File: config.mk
export PLATFORM = sky130hd
export DESIGN_NAME = arb_watch
export DESIGN_NICKNAME = d
export VERILOG_FILES = /design/src/rtl/arb_watch_pkg.sv /design/src/rtl/arb_watch_lane.sv /design/src/rtl/arb_watch_report.sv /design/src/rtl/arb_watch.sv
export SDC_FILE = /design/constraint.sdc
export NUM_CORES = 1
export LEC_CHECK = 0
export BUFFER_PORTS_ARGS = -buffer_cell sky130_fd_sc_hd__buf_4
export CORE_MARGIN = 2
export CORE_UTILIZATION = 60
export CTS_BUF_LIST = sky130_fd_sc_hd__clkbuf_16
export DETAILED_ROUTE_END_ITERATION = 10
export GPL_TIMING_DRIVEN = 0
export PLACE_DENSITY = 0.85
export SLEW_MARGIN = 20
export SYNTH_ARGS = -nofsm -noshare
export SYNTH_HDL_FRONTEND = slang
export SYNTH_SLANG_ARGS = --single-unit
File: constraint.sdc
create_clock -name clk -period 4.5 [get_ports clk]
set_clock_uncertainty 0.05 [all_clocks]
set_input_delay 0.225 -clock clk [delete_from_list [all_inputs] [get_ports clk]]
set_output_delay 0.225 -clock clk [all_outputs]
set_load 0.1 [all_outputs]
File: src/rtl/arb_watch_pkg.sv
package arb_watch_pkg;

  typedef enum logic [1:0] {
    LS_IDLE = 2'd0,
    LS_WAIT = 2'd1,
    LS_OWN  = 2'd2
  } lane_st_t;

  localparam int unsigned FAULT_KINDS = 4;
  localparam int unsigned CODE_W      = 3;

  localparam int unsigned F_MUTEX  = 0;
  localparam int unsigned F_WASTE  = 1;
  localparam int unsigned F_STARVE = 2;
  localparam int unsigned F_PROTO  = 3;

endpackage

File: src/rtl/arb_watch_lane.sv
module arb_watch_lane
  import arb_watch_pkg::*;
#(
  parameter int unsigned WAIT_LIMIT = 10
) (
  input  logic clk,
  input  logic rst_n,
  input  logic req,
  input  logic gnt,
  input  logic ack,
  output logic owning,
  output logic waste_o,
  output logic starve_o,
  output logic proto_o
);

  localparam int unsigned CNT_W = $clog2(WAIT_LIMIT + 2);
  localparam logic [CNT_W-1:0] LIM = CNT_W'(WAIT_LIMIT);

  lane_st_t         st_q, st_d;
  logic [CNT_W-1:0] cnt_q, cnt_d;
  logic             gnt_q, ack_q;

  assign owning = (st_q == LS_OWN);

  always_comb begin
    st_d     = st_q;
    cnt_d    = cnt_q;
    waste_o  = gnt && !req;
    starve_o = 1'b0;
    proto_o  = (gnt && gnt_q) || (ack && ack_q);
    case (st_q)
      LS_IDLE: begin
        if (ack) proto_o = 1'b1;
        if (req && gnt) begin
          st_d = LS_OWN;
        end else if (req) begin
          st_d  = LS_WAIT;
          cnt_d = CNT_W'(1);
        end
      end
      LS_WAIT: begin
        if (ack) proto_o = 1'b1;
        if (!req) begin
          st_d = LS_IDLE;
          if (!gnt) proto_o = 1'b1;
        end else if (gnt) begin
          st_d = LS_OWN;
        end else begin
          if (cnt_q == LIM) starve_o = 1'b1;
          if (cnt_q <= LIM) cnt_d = cnt_q + CNT_W'(1);
        end
      end
      LS_OWN: begin
        if (gnt) proto_o = 1'b1;
        if (ack) st_d = LS_IDLE;
      end
      default: st_d = LS_IDLE;
    endcase
  end

  always_ff @(posedge clk or negedge rst_n) begin
    if (!rst_n) begin
      st_q  <= LS_IDLE;
      cnt_q <= '0;
      gnt_q <= 1'b0;
      ack_q <= 1'b0;
    end else begin
      st_q  <= st_d;
      cnt_q <= cnt_d;
      gnt_q <= gnt;
      ack_q <= ack;
    end
  end

  AST_OWN_VIA_GRANT: assert property (@(posedge clk) disable iff (!rst_n)
    (st_q == LS_OWN) |-> ($past(gnt) || $past(st_q == LS_OWN))) else $error("own without grant");
  AST_ACK_RELEASES: assert property (@(posedge clk) disable iff (!rst_n)
    (st_q == LS_OWN && ack) |=> (st_q == LS_IDLE)) else $error("ack kept ownership");
  AST_WAIT_BOUNDED: assert property (@(posedge clk) disable iff (!rst_n)
    (st_q == LS_WAIT) |-> (cnt_q <= LIM + CNT_W'(1))) else $error("wait counter overrun");
  AST_STARVE_ONCE: assert property (@(posedge clk) disable iff (!rst_n)
    starve_o |=> !starve_o) else $error("starvation repeated");

endmodule

File: src/rtl/arb_watch_report.sv
module arb_watch_report
  import arb_watch_pkg::*;
#(
  parameter int unsigned KINDS = FAULT_KINDS
) (
  input  logic              clk,
  input  logic              rst_n,
  input  logic              clr,
  input  logic [KINDS-1:0]  evt,
  output logic [KINDS-1:0]  flags,
  output logic              pulse,
  output logic [CODE_W-1:0] code
);

  logic [KINDS-1:0]  flags_q, flags_d;
  logic              pulse_q;
  logic [CODE_W-1:0] code_q, code_d;
  logic              flag_en;

  always_comb begin
    code_d = '0;
    for (int k = KINDS - 1; k >= 0; k--) begin
      if (evt[k]) code_d = CODE_W'(k + 1);
    end
  end

  assign flag_en = clr || (|evt);
  assign flags_d = (clr ? '0 : flags_q) | evt;

  always_ff @(posedge clk or negedge rst_n) begin
    if (!rst_n) begin
      flags_q <= '0;
    end else if (flag_en) begin
      flags_q <= flags_d;
    end
  end

  always_ff @(posedge clk or negedge rst_n) begin
    if (!rst_n) begin
      pulse_q <= 1'b0;
      code_q  <= '0;
    end else begin
      pulse_q <= |evt;
      code_q  <= code_d;
    end
  end

  assign flags = flags_q;
  assign pulse = pulse_q;
  assign code  = code_q;

  AST_FLAG_HOLDS: assert property (@(posedge clk) disable iff (!rst_n)
    (|($past(flags_q) & ~flags_q)) |-> $past(clr)) else $error("flag fell without clear");
  AST_QUIET_CODE: assert property (@(posedge clk) disable iff (!rst_n)
    !pulse_q |-> (code_q == '0)) else $error("code without pulse");
  AST_EVT_PULSES: assert property (@(posedge clk) disable iff (!rst_n)
    (|evt) |=> pulse_q) else $error("fault not reported");
  AST_CODE_FLAGGED: assert property (@(posedge clk) disable iff (!rst_n)
    pulse_q |-> (code_q != '0 && flags_q[code_q - CODE_W'(1)])) else $error("code flag missing");

endmodule

File: src/rtl/arb_watch.sv
module arb_watch
  import arb_watch_pkg::*;
#(
  parameter int unsigned NUM_REQ    = 4,
  parameter int unsigned WAIT_LIMIT = 10
) (
  input  logic                   clk,
  input  logic                   rst_n,
  input  logic                   clr,
  input  logic [NUM_REQ-1:0]     req,
  input  logic [NUM_REQ-1:0]     gnt,
  input  logic [NUM_REQ-1:0]     ack,
  output logic [FAULT_KINDS-1:0] err_flags,
  output logic                   err_pulse,
  output logic [CODE_W-1:0]      err_code
);

  logic [NUM_REQ-1:0]     own, busy, clash, waste, starve, proto;
  logic                   multi_gnt;
  logic [FAULT_KINDS-1:0] evt;

  genvar gi;
  generate
    for (gi = 0; gi < NUM_REQ; gi++) begin : g_lane
      arb_watch_lane #(.WAIT_LIMIT(WAIT_LIMIT)) u_lane (
        .clk      (clk),
        .rst_n    (rst_n),
        .req      (req[gi]),
        .gnt      (gnt[gi]),
        .ack      (ack[gi]),
        .owning   (own[gi]),
        .waste_o  (waste[gi]),
        .starve_o (starve[gi]),
        .proto_o  (proto[gi])
      );
      assign busy[gi]  = own[gi] && !ack[gi];
      assign clash[gi] = gnt[gi] && |(busy & ~(NUM_REQ'(1) << gi));
    end
  endgenerate

  assign multi_gnt = |(gnt & (gnt - NUM_REQ'(1)));

  always_comb begin
    evt           = '0;
    evt[F_MUTEX]  = multi_gnt || (|clash);
    evt[F_WASTE]  = |waste;
    evt[F_STARVE] = |starve;
    evt[F_PROTO]  = |proto;
  end

  arb_watch_report #(.KINDS(FAULT_KINDS)) u_report (
    .clk   (clk),
    .rst_n (rst_n),
    .clr   (clr),
    .evt   (evt),
    .flags (err_flags),
    .pulse (err_pulse),
    .code  (err_code)
  );

  AST_MULTI_GNT_FLAGGED: assert property (@(posedge clk) disable iff (!rst_n)
    ($countones(gnt) > 1) |=> (err_flags[F_MUTEX] && err_code == CODE_W'(1))) else $error("double grant missed");
  AST_WASTE_FLAGGED: assert property (@(posedge clk) disable iff (!rst_n)
    (|(gnt & ~req)) |=> err_flags[F_WASTE]) else $error("waste missed");

endmodule

Yosys cells after proc, flatten, opt, wreduce, memory -nomap -nowiden
Index checks and enable logic that the tools add are counted.

Output and inout bits: 8. Input bits: 15. Flip-flop bits (word level): 40.

Add/sub/neg operators: 5. Order comparisons: 4. Equality and inequality tests: 44. Bitwise gates (word level): 2. Muxes and demuxes: 89. Reductions and logical operators: 64.

Operators with widths (count): $mux 4 (21); $mux 2 (20); $ne 2x2->1 const B (20); $mux 1 (32); $pmux 4 s2 (4); $logic_and 1x1->1 (24); $pmux 2 s3 (4); $reduce_and 6->1 (4); $reduce_or 4->1 (5); $add 4x1->4 const B (4); $eq 4x4->1 const B (4); $le 4x4->1 const B (4); $reduce_or 13->1 (1); $mux 3 (4); $ne 3x2->1 const B (4); $ne 3x3->1 const B (4); $pmux 1 s3 (4); $reduce_and 3->1 (4); $reduce_or 3->1 (4); $eq 2x1->1 const B (4); $eq 2x2->1 const B (4); $logic_not 1->1 (8); $logic_not 2->1 (4); $ne 2x1->1 const B (4); other kinds (5) (13).

Depth between registers and ports, before layout
Depth after elaboration: 11. Depth in mapped cells: 7. Mapped depth without buffers: 7.

Cells and area by module
Synthesis repeated with hierarchy kept, for this count alone.

Cells, all modules: 202. Area, all modules: 2217.1 um2.

Modules (own cells, without submodules): arb_watch_lane (g_lane[0].u_lane ...) (area an instance 454.2 um2, cells an instance 42, times used 3); arb_watch_lane (g_lane[3].u_lane) (area an instance 470.5 um2, cells an instance 42, times used 1); arb_watch_report (area an instance 277.8 um2, cells an instance 20, times used 1); arb_watch (area an instance 106.4 um2, cells an instance 14, times used 1).

Least setup slack after synthesis
Ideal clock, no wire load.

Path kind: register to register. From: reg g_lane[0].u_lane.st_q[1]. To: reg u_report.pulse_q (netlist: u_report.pulse). Data required time: 4.314 ns. Setup time: 0.136 ns. Slack: 2.775 ns. Cell stages (with the launch flop): 6. Buffers on the path: 0. Arrival: 1.539 ns. Cell sequence: dfrtp_1 nor3b_2 a2111oi_2 a31oi_1 or3_1 nand4bb_1.

Word-level cells in the longest chain between the ends: 7. Elaborated cells on any way between the ends: 15.

Ends and longest elaborated chain: from (decl) (RTL line arb_watch_lane.sv:20) `lane_st_t st_q, st_d;`; from (signal assigned) (RTL line arb_watch_lane.sv:69) `st_q <= st_d;`; $eq 2x2->1 (RTL line arb_watch_lane.sv:24, arb_watch_lane.sv:32); $logic_and 1x1->1 (RTL line arb_watch.sv:36) `assign busy[gi] = own[gi] && !ack[gi];`; $reduce_or 3->1 (RTL line arb_watch.sv:37) `assign clash[gi] = gnt[gi] && |(busy & ~(NUM_REQ'(1) << gi));`; $logic_and 1x1->1 (RTL line arb_watch.sv:37); $reduce_or 4->1 (RTL line arb_watch.sv:45) `evt[F_MUTEX] = multi_gnt || (|clash);`; $logic_or 1x1->1 (RTL line arb_watch.sv:45); $reduce_or 13->1 (*) (RTL line arb_watch_report.sv:43) `pulse_q <= |evt;`; to (signal assigned) (RTL line arb_watch_report.sv:43); to (decl) (RTL line arb_watch_report.sv:16) `logic pulse_q;`.

Mark *: on every way between the ends. The rest lies on a longest branch, timed or not. A chain may end at the register's enable or synchronous reset.

Worst setup path after layout
From: reg g_lane[0].u_lane.st_q[1]. To: reg u_report.code_q[2] (netlist: u_report.code[2]).

Word-level cells in the longest chain between the ends: 7. Elaborated cells on any way between the ends: 20.

Ends and longest elaborated chain: $eq 2x2->1, or another cell as far along (RTL line arb_watch_lane.sv:24, arb_watch_lane.sv:32); $pmux 1 s3 or $logic_and 1x1->1 (tied branches) (RTL line arb_watch_lane.sv:32, arb_watch.sv:36); $reduce_or 4->1 or $reduce_or 3->1 (tied branches) (RTL line arb_watch.sv:48, arb_watch.sv:37); $mux 3 or $logic_and 1x1->1 (tied branches) (RTL line arb_watch_report.sv:23, arb_watch.sv:37); $mux 3 or $reduce_or 4->1 (tied branches) (RTL line arb_watch_report.sv:23, arb_watch.sv:45); $mux 3 or $logic_or 1x1->1 (tied branches) (RTL line arb_watch_report.sv:23, arb_watch.sv:45); $mux 3 (*) (RTL line arb_watch_report.sv:23) `if (evt[k]) code_d = CODE_W'(k + 1);`; named net u_report.code_d[2] (RTL line arb_watch_report.sv:17) `logic [CODE_W-1:0] code_q, code_d;`; to (signal assigned) (RTL line arb_watch_report.sv:44) `code_q <= code_d;`; to (decl) (RTL line arb_watch_report.sv:17).

Mark *: on every way through the listed nets, which the timed path passes. The rest lies on a longest branch.

==> impl_metrics.tcl <==
set metrics [dict create \
    ys.flop_type "dfrtp_1" \
    rr_worst_depth 5 \
    firstDrtPassIters 4 \
    grt_pass1_vias 1646 \
    power.density_nw_per_um2 382 \
    crit_path_end_kind "flip-flop" \
    ys_ff_latch 40 \
    min_period_ps 1910 \
    place_ws_ps 2610 \
    die_h_um 63.0 \
    syn_nets 240 \
    cp.required_ps 4630 \
    path_cells "nor3b_2, a2111oi_2, a31oi_1, or3_1, a211oi_1" \
    fin_crit_sh_pct 42.4 \
    drive_above_1_share_pct 18.5 \
    drv_slew 0 \
    overflow 0 \
    finalHoldViolations 0 \
    ctsResizeCount 0 \
    r2r-start "g_lane[0].u_lane.st_q[1]" \
    drc_errors 0 \
    drt_iter0_drc 103 \
    ys_types 47 \
    min_from "gnt[0]" \
    grt_max_degree 41 \
    clk_path_buf_depth 2 \
    synth-seq-area-share_pct 47.9 \
    hold_depth 1 \
    fill_cells 247 \
    core_area_um2 3340 \
    routed_wl_mm 4.01 \
    tns_ps 0 \
    maxCapViolCount 0 \
    ys_warn_count 0 \
    max_slew_margin_pct 59.2 \
    routabilityCongestion 0.812 \
    clockRootBuffer "clkbuf_16" \
    wire_per_inst_um 13.6 \
    crit_type "flip-flop to flip-flop" \
    dr_total_vias 1700 \
    synth_area_um2 2090 \
    cts_tree "done" \
    start_util_pct 62.6 \
    slowest_delay_ps 440 \
    synth-edff-count 0 \
    numPortBuffers 22 \
    grt_pass1_wl_mm 7.18 \
    cts.sinks 40 \
    rsz0062_at_grt "no" \
    viasPerCell 5.78 \
    async_reset_ff_share_pct 100 \
    leakage_nw 1.14 \
    status "finished, final reports clean" \
    cp-start-kind "flip-flop" \
    fin_ws_ps 2590 \
    die-area_um2 3970 \
    ir_worst_vdd_mv 0.239 \
    tightest_slew_ps 607 \
    r2r_slack_ps 2590 \
    die_w_um 63.0 \
    holdWs_ps 4.15 \
    hold_path.class "input port to flip-flop" \
    r2r-end "u_report.code[2]" \
    synth_cells 217 \
    clock.fmax_mhz 524 \
    dpl.hpwl_mm 2.84 \
    n_antenna_cell 0 \
    antenna_found_initial 0 \
    setup_viol 0 \
    h-tree-depth 2 \
    cts_made_buffers 5 \
    slowest_stage "dfrtp_1" \
    fin_nets 270 \
    syn_area_per_cell_um2 9.62 \
    critPathArrivalTime_ps 2040 \
    ant_nets 0 \
    num_rows 21 \
    min_to "g_lane[0].u_lane.gnt_q" \
    path_clk_slew_ps 60 \
    area_delta_synth_final_pct 17.8 \
    grt_usage_pct 23.0 \
    path_max_fanout 7 \
    io_pins 23 \
    clock_latency_ps 280 \
]
## power by group
part	switching (mW)	total [mW]	internal, mW
logic	0.104	0.170	0.0661
registers	0.0365	0.430	0.394
clock network	0.137	0.339	0.201
## Yosys cell counts, types with 2 or more instances
cell type  number  share of area, %
a211oi_1        3               1.1
a21oi_1        12               2.9
a22oi_1         4               1.4
a2bb2oi_1       2              0.84
a31o_2          4               1.7
a31oi_1         3              0.90
a41oi_1         4               1.7
dfrtp_1        40                48
ha_1            8               4.8
inv_1          23               4.1
mux2i_1         3               1.4
nand2_1        17               3.1
nand2b_1        5               1.5
nand3_1         3              0.72
nand4_1         2              0.60
nand4b_1        2              0.84
nor2_1         13               2.3
nor2b_1         6               1.8
nor3_1          5               1.2
nor3b_1         4               1.4
nor4_1          2              0.60
o21ai_0        24               5.8
o31ai_1         3               1.1
or3_1           2              0.60
## how the worst max path moves through the flow
stage,slack (ps),end,startpoint
CTS,2580,u_report.code[2],g_lane[0].u_lane.st_q[1]
global route,2450,u_report.code[2],g_lane[0].u_lane.st_q[1]
floorplan,2770,u_report.pulse,g_lane[0].u_lane.st_q[1]
finish,2590,u_report.code[2],g_lane[0].u_lane.st_q[1]
detailed placement,2610,u_report.code[2],g_lane[0].u_lane.st_q[1]
global placement,2630,u_report.code[2],g_lane[0].u_lane.st_q[1]
## cell type report
class	count	area, um2	share of cell area, %
Sequential cell	40	1000	40.7
Multi-Input combinational cell	149	968	39.4
Timing Repair Buffer	23	175	7.12
Clock buffer	5	125	5.09
Inverter	23	86.3	3.51
Tap cell	46	57.6	2.34
Buffer	5	32.5	1.32
Clock inverter	3	13.8	0.560
## cells by family after synthesis
kind of cell	Yosys count	synth area share, %
simple gates	69	18.3
flops	40	47.9
compound gates	69	21.9
mux	3	1.44
fa+ha+maj	8	4.79
buf+inv	28	5.69
## state kept, by name (all words and copies together), names as in the netlist
| register | flops |
|---|---|
| g_lane.u_lane.cnt_q | 16 |
| g_lane.u_lane.st_q | 8 |
| g_lane.u_lane.ack_q | 4 |
| u_report.pulse | 1 |
| u_report.flags | 4 |
| g_lane.u_lane.gnt_q | 4 |
| u_report.code | 3 |
## what timing repair did
item | 4_1_cts | 5_1_grt
buffers inserted | 0 | 0
endpoints found under the hold margin | 40 | 0
hold buffers | 1 | 0
## worst max-delay path, delay by kind of cell, from the launching register on
| kind | cells | cell delay, ps |
|---|---|---|
| and+or+nand+nor | 2 | 610 |
| AOI/OAI and AO/OA | 3 | 710 |
| DFF | 1 | 440 |
## per-stage QoR
stage	cell area (um2)	util (%)	total power, mW	std cells
after detailed placement	2310	69.3	0.606	285
after CTS	2460	73.7	0.944	294
after global placement	2310	69.3	0.599	285
after floorplan	2090	-	0.551	217
after global routing	2460	73.7	0.986	294
final	2460	73.7	0.939	294
## metal layers
layer / up-vias / share of wire, % / track usage, %
met3: 7 / 5.1 / 5.41
met1: 810 / 46 / 29.3
met5: - / 0 / 0
met2: 39 / 48 / 37.9
li1: 844 / - / -
met4: 0 / 1.5 / 8.89
## cell usage in the layout (no fill, tap or decap), drive strengths merged, types with 3 or more instances in the layout
cell and instances:
dfrtp 40, nand2b 5, a211oi 3, nor3b 5, buf 25, ha 8
a21oi 12, nand2 17, o31ai 3, clkinv 3, o21ai 24, a22oi 4
nor2b 6, nor3 5, mux2i 3, nor2 14, clkbuf 7, a31oi 3
inv 23, nand3 3, a31o 4, a41oi 4
Note: power is estimated with default switching activity, not from simulation.
